### src/rtl/opmask_move_unit.sv
module opmask_move_unit #(
  parameter int NK = 8
) (
  input  logic        clk,
  input  logic        rst_n,
  input  logic        in_valid,
  input  logic [7:0]  opcode,
  input  logic [1:0]  pfx,
  input  logic        wbit,
  input  logic [7:0]  modrm,
  input  logic        mode64,
  input  logic [63:0] gpr_rdata,
  input  logic [63:0] mem_rdata,
  output logic [2:0]  gpr_ridx,
  output logic        kwr_en,
  output logic [2:0]  kwr_idx,
  output logic [63:0] kwr_data,
  output logic        gwr_en,
  output logic [2:0]  gwr_idx,
  output logic [63:0] gwr_data,
  output logic        gwr_size64,
  output logic        mwr_en,
  output logic [63:0] mwr_data,
  output logic [7:0]  mwr_be,
  output logic        inval
);
  localparam int IW = $clog2(NK);

  logic [63:0] kbank [NK];

  wire          is_reg = modrm[7:6] == 2'b11;
  wire [IW-1:0] r_reg  = modrm[3+:IW];
  wire [IW-1:0] r_rm   = modrm[0+:IW];
  wire          op90   = opcode == 8'h90;
  wire          op91   = opcode == 8'h91;
  wire          op92   = opcode == 8'h92;
  wire          op93   = opcode == 8'h93;

  logic [1:0]  sz;
  logic        legal;
  logic [63:0] wmask;

  always_comb begin
    sz    = 2'd0;
    legal = 1'b0;
    if (op90 || op91) begin
      case ({pfx, wbit})
        3'b000:  begin sz = 2'd1; legal = 1'b1; end
        3'b001:  begin sz = 2'd3; legal = 1'b1; end
        3'b010:  begin sz = 2'd0; legal = 1'b1; end
        3'b011:  begin sz = 2'd2; legal = 1'b1; end
        default: legal = 1'b0;
      endcase
      if (op91 && is_reg) legal = 1'b0;
    end else if (op92 || op93) begin
      case ({pfx, wbit})
        3'b000:  begin sz = 2'd1; legal = 1'b1; end
        3'b010:  begin sz = 2'd0; legal = 1'b1; end
        3'b100:  begin sz = 2'd2; legal = 1'b1; end
        3'b101:  begin sz = 2'd3; legal = mode64; end
        default: legal = 1'b0;
      endcase
      if (!is_reg) legal = 1'b0;
    end
  end

  always_comb begin
    case (sz)
      2'd0:    begin wmask = 64'h0000_0000_0000_00ff; mwr_be = 8'h01; end
      2'd1:    begin wmask = 64'h0000_0000_0000_ffff; mwr_be = 8'h03; end
      2'd2:    begin wmask = 64'h0000_0000_ffff_ffff; mwr_be = 8'h0f; end
      default: begin wmask = 64'hffff_ffff_ffff_ffff; mwr_be = 8'hff; end
    endcase
  end

  wire go = in_valid && legal;

  assign inval      = in_valid && !legal;
  assign gpr_ridx   = modrm[2:0];
  assign kwr_en     = go && (op90 || op92);
  assign kwr_idx    = modrm[5:3];
  assign kwr_data   = (op92 ? gpr_rdata : (is_reg ? kbank[r_rm] : mem_rdata)) & wmask;
  assign gwr_en     = go && op93;
  assign gwr_idx    = modrm[5:3];
  assign gwr_data   = kbank[r_rm] & wmask;
  assign gwr_size64 = mode64;
  assign mwr_en     = go && op91;
  assign mwr_data   = kbank[r_reg] & wmask;

  always_ff @(posedge clk or negedge rst_n) begin
    if (!rst_n) begin
      for (int i = 0; i < NK; i++) kbank[i] <= '0;
    end else if (kwr_en) begin
      kbank[r_reg] <= kwr_data;
    end
  end

  p_one_port_r10: assert property (@(posedge clk) disable iff (!rst_n)
    $onehot0({kwr_en, gwr_en, mwr_en}));
  p_inval_silent_r10: assert property (@(posedge clk) disable iff (!rst_n)
    inval |-> !(kwr_en || gwr_en || mwr_en));
  p_idle_r12: assert property (@(posedge clk) disable iff (!rst_n)
    !in_valid |-> !(inval || kwr_en || gwr_en || mwr_en));
  p_be_span_r4: assert property (@(posedge clk) disable iff (!rst_n)
    mwr_en |-> (mwr_be == 8'h01 || mwr_be == 8'h03 || mwr_be == 8'h0f || mwr_be == 8'hff));
  p_store_bytes_r4: assert property (@(posedge clk) disable iff (!rst_n)
    mwr_en && !mwr_be[7] |-> mwr_data[63:32] == 32'd0);
  p_narrow_gpr_r7: assert property (@(posedge clk) disable iff (!rst_n)
    gwr_en && !mode64 |-> gwr_data[63:32] == 32'd0);
  p_commit_r11: assert property (@(posedge clk) disable iff (!rst_n)
    kwr_en |=> kbank[$past(r_reg)] == $past(kwr_data));
endmodule

### config.mk
export PLATFORM = sky130hd
export DESIGN_NAME = opmask_move_unit
export DESIGN_NICKNAME = d
export VERILOG_FILES = /design/src/rtl/opmask_move_unit.sv
export SDC_FILE = /design/constraint.sdc
export NUM_CORES = 1
export LEC_CHECK = 0
export ABC_AREA = 1
export CAP_MARGIN = 20
export CORE_ASPECT_RATIO = 1.75
export CORE_UTILIZATION = 48
export CTS_CLUSTER_DIAMETER = 30
export DETAILED_ROUTE_END_ITERATION = 10
export PLACE_DENSITY_LB_ADDON = 0.08
export SYNTH_ARGS = -nofsm -noshare
export SYNTH_HDL_FRONTEND = slang
export SYNTH_SLANG_ARGS = --single-unit
### constraint.sdc
create_clock -name clk -period 5.11 [get_ports clk]
set_clock_uncertainty 0.15 [all_clocks]
set_input_delay 1.022 -clock clk [delete_from_list [all_inputs] [get_ports clk]]
set_output_delay 1.022 -clock clk [all_outputs]
set_load 0.1 [all_outputs]
# Yosys cells after proc, flatten, opt, wreduce, memory -nomap -nowiden
# Index checks and enable logic that the tools add are counted.
# op_classes
n_bitwise	5
n_reduce_logical	15
n_mux	23
n_eq_ne	12
magnitude_cmp	3
# op_table
operator	n
512-bit bitwise mux	1
64-bit 2-to-1 mux	7
64-bit binary-select mux with 3-bit select	2
64-bit AND	3
64-bit demux with 3-bit select	1
64-bit case mux with 3 select lines	1
8-bit == test (second input constant)	4
8-bit case mux with 3 select lines	1
2-bit case mux with 3 select lines	2
4-bit greater-or-equal comparator (second input constant)	2
3-bit NOT with 4-bit output	2
1-bit logical AND	7
3-bit by 2-bit == test with 1-bit output (second input constant)	2
3-bit == test (second input constant)	2
1-bit 2-to-1 mux	5
2-bit == test (second input constant)	2
4-bit by 1-bit less-than comparator with 1-bit output (second input constant)	1
2-bit 2-to-1 mux	2
4-bit OR reduction	1
3-bit by 1-bit == test with 1-bit output (second input constant)	1
3-bit zero test	1
1-bit logical OR	3
3-bit OR reduction	1
2-bit by 1-bit == test with 1-bit output (second input constant)	1
3 further kinds	3
# totals
elab_cells	66
ff_bits	512

# Depth between registers and ports, before layout
# depth
depth_word	8
depth_mapped	13
depth_no_buf	11

# Worst setup path before layout
# OpenSTA, ideal clock, no wires.
# synth_path
path_type	input to output
startpoint	in opcode[6]
endpoint	out mwr_data[33]
stages	11
setup_slack_ns	-1.087
arrival_time_ns	5.025
path_buffers	2
required_ns	3.938
cell_sequence	inv_1 -> nand2_1 -> nor2_4 -> nand2_2 -> nand2_2 -> nand2_1 -> nand2_2 -> nand2_1 -> clkbuf_1 -> clkbuf_1 -> nor4_1
# synth_via
elab_chain_cells	7
elab_cells_between_ends	13
# synth_lines
element	line_no	source
start: declaration	7	input logic [7:0] opcode,
8-bit == test (on tied branches)	36, 37	
1-bit logical OR	55	end else if (op92 || op93) begin
2-bit 2-to-1 mux	55	
2-bit 2-to-1 mux *	46	if (op90 || op91) begin
2-bit == test, or another cell as far along	68	case (sz)
64-bit case mux with 3 select lines *	68	
64-bit AND *	88	assign mwr_data = kbank[r_reg] & wmask;
end: declaration	23	output logic [63:0] mwr_data,
# Mark *: on every way between the ends. The rest lies on a longest branch, timed or not.

# Worst setup path after layout
# layout_path
startpoint	in opcode[2]
endpoint	out mwr_data[44]
# Same word-level chain as after synthesis.

==> impl_metrics.toml <==
[status]
status = "finished clean"

[routing]
viasPerCell = 5.90
drt_iter0_drc = 3625
dr.pass1.iters = 7
drc_errors = 0
wl_per_cell_um = 22.4
wirelength_mm = 125
vias = 32900
ant_nets = 0

[setup_path]
r2r-start = "kbank[351]"
worstReg2RegEnd = "kbank[415]"
cp-end-kind = "primary output"
critPathLaunchType = "primary input"
r2r_slack_ns = 2.92
cp_max_fo = 70
reg2regPathDepth = 9
required_ns = 3.94
crit_type = "in2out"
cp_data_arrival_time_ns = 3.74

[sta]
final_max_slew_viol_count = 0
post-route-min-period_ns = 4.92
maxSlewHeadroom = 0.280
hold_ws_ns = 0.281
fin_crit_sh = 0.962
worstMarginPinSlew_ns = 1.08
setup_viol = 0
hold_viol = 0
rsz0062_at_grt = "false"
fmax_mhz = 203
fin_ws_ns = 0.194

[clock_network]
clock_sinks = 512
clk_latency_ns = 0.64
cts_buffers = 89
path_clk_slew_ns = 0.06
cts-root-buf = "clkbuf_16"
clockBufferDepth = 3
cts_tree = "done"
postCtsHoldBufs = 0
cts_max_level = 3

[final_layout]
final_cells = 5572
nNetsFinal = 4853
drive_gt1_frac = 0.159
largest_reg_flops = 512
diodes = 0
areaGrowthSynthToFinish_pct = 34.6
final_area_mm2 = 0.0404
top_regs = "kbank (512)"
top_register = "kbank"
n_fill_cell = 5269

[synthesis]
synth_fa_ha_area_frac = 0
synth-simple-area-share = 0.428
synthesis.area_mm2 = 0.0300
ys_types = 38
synth_top_family_by_area = "simple AND/OR/NAND/NOR gates"
synth.net_count = 4548
netlist_instances = 4397
syn_area_per_cell_um2 = 6.82
synthMuxAreaShare = 0
synth_seq_cells = 512
synth_compound_area_frac = 0.0766
yosysWarnings = 0
yosysSeqAreaShare = 0.427
synth-xor-area-share = 0

[grt]
antenna_found_initial = 2
met1_usage = 0.487
grt-busiest-layer = "met2"
grt_max_degree = 106
use_met2 = 0.634
track_usage = 0.391
grt_pass1_vias = 31800
grt-ovfl-total = 0
grt_pass1_wl_mm = 189
met3_usage = 0.0789

[floorplan]
dieHeight_um = 333
fp.coreArea_mm2 = 0.0614
ios = 365
die_w_um = 191
dieArea_mm2 = 0.0635
initial_core_util = 0.488
rows = 120

[placed_design]
port_buffers = 363
dp_slack_ns = 0.104
routabilityCongestion = 0.884
dpl.cell_count = 5404
dp_hpwl_mm = 75.2
dpl_cell_area_mm2 = 0.0371

[job]
cap_violations = 0

[power]
ir_drop_mv = 0.270
leakage_nw = 20.3
p_per_area_mw_per_mm2 = 291

[min_path]
hold_path_class = "in2async"
## final cells by class
cell class | instances | area, um2 | share of cell area
Tap cell | 793 | 992 | 0.0246
Clock buffer | 103 | 2410 | 0.0598
Multi-Input combinational cell | 3465 | 15500 | 0.384
Clock inverter | 65 | 850 | 0.0210
Sequential cell | 512 | 12800 | 0.317
Inverter | 114 | 443 | 0.0110
Timing Repair Buffer | 520 | 7360 | 0.182
## worst max path at each step
stage                          from           end  cells past startpoint
after floorplan           opcode[6]  mwr_data[33]                     11
after global placement    opcode[2]  mwr_data[60]                     12
after detailed placement  opcode[2]  mwr_data[60]                     12
after CTS                 opcode[2]  mwr_data[60]                     12
after global routing      opcode[2]  mwr_data[44]                     13
final                     opcode[2]  mwr_data[44]                     13
## cell usage in the layout, fill, tap and decap left out, drive strengths merged, types with 14 or more instances in the layout
| cell type | netlist | layout |
|---|---|---|
| nor4 | 21 | 21 |
| nand3 | 348 | 348 |
| dfrtp | 512 | 512 |
| nand2 | 2272 | 2272 |
| or2 | 102 | 102 |
| buf | 132 | 373 |
| inv | 108 | 125 |
| nand4 | 28 | 28 |
| o21ai | 82 | 82 |
| clkdlybuf4s50 | 0 | 146 |
| clkbuf | 174 | 104 |
| nor3b | 16 | 16 |
| nor2 | 260 | 260 |
| and3 | 19 | 19 |
| o22ai | 162 | 162 |
| bufinv | 0 | 14 |
| o211ai | 17 | 17 |
| a21oi | 93 | 93 |
| clkinv | 6 | 34 |
## through the flow
step / setup TNS (ns) / power [mW] / utilization
floorplan: -10.87 / 4.73 / -
global placement: 0 / 5.28 / 0.604
detailed placement: 0 / 5.29 / 0.604
CTS: 0 / 11.7 / 0.657
global route: 0 / 12.0 / 0.657
finish: 0 / 11.7 / 0.657
## critical path, stage by stage
cell,delay [ns]
clkdlybuf4s50_1,0.42
inv_2,0.05
nand2_1,0.12
nor2_1,0.33
nand2_4,0.26
nand2_1,0.17
nand2_1,0.08
nand2_2,0.19
nand2_4,0.11
buf_12,0.23
nor4_1,0.35
buf_4,0.20
buf_12,0.16
## report_power, final
group / total [mW] / switching (mW) / internal, mW
registers: 4.06 / 0.0000557 / 4.06
logic: 1.18 / 0.781 / 0.399
clock network: 6.51 / 2.35 / 4.16
## Yosys cell counts
cell type,instances,area (um2)
o2111ai_1,3,26.3
nand3_4,1,17.5
nand4_1,20,125
buf_2,42,210
nand3_1,346,1730
clkinv_1,6,22.5
a22oi_1,6,45.0
nor3_1,10,50.1
inv_2,4,15.0
nand2_1,2267,8510
nand3_2,1,10.0
nor2_1,209,785
or2_2,102,638
buf_4,15,113
nor4_1,21,131
nor2_8,8,160
nor2_4,2,22.5
o21a_1,3,22.5
o221ai_1,5,43.8
nand2_8,1,20.0
and3_1,19,119
buf_6,49,552
conb_1,1,3.75
buf_1,26,97.6
o22a_1,10,87.6
nand2_2,4,25.0
a221oi_1,2,17.5
nand4_2,8,100
o21ai_0,82,410
inv_1,104,390
a211oi_1,5,37.5
o211ai_1,17,128
nor3b_1,16,120
dfrtp_1,512,12800
clkbuf_1,174,653
a21oi_1,93,465
nor2_2,41,257
o22ai_1,162,1010
## metal layers
metal | share of wire | vias up
met5 | 0.00018 | -
met4 | 0.055 | 4
met3 | 0.11 | 517
met2 | 0.47 | 2164
met1 | 0.36 | 15500
li1 | - | 14700
## cell families after synthesis
logic type	after synthesis
buffers and inverters	420
AND/OR/NAND/NOR	3076
flip-flops	512
other	1
AO/OA/AOI/OAI	388
## what timing repair did
action,CTS,global route
resized for setup,0,4
setup endpoints to repair,0,4
setup buffers,0,0
(Power assumes the default switching activity.)
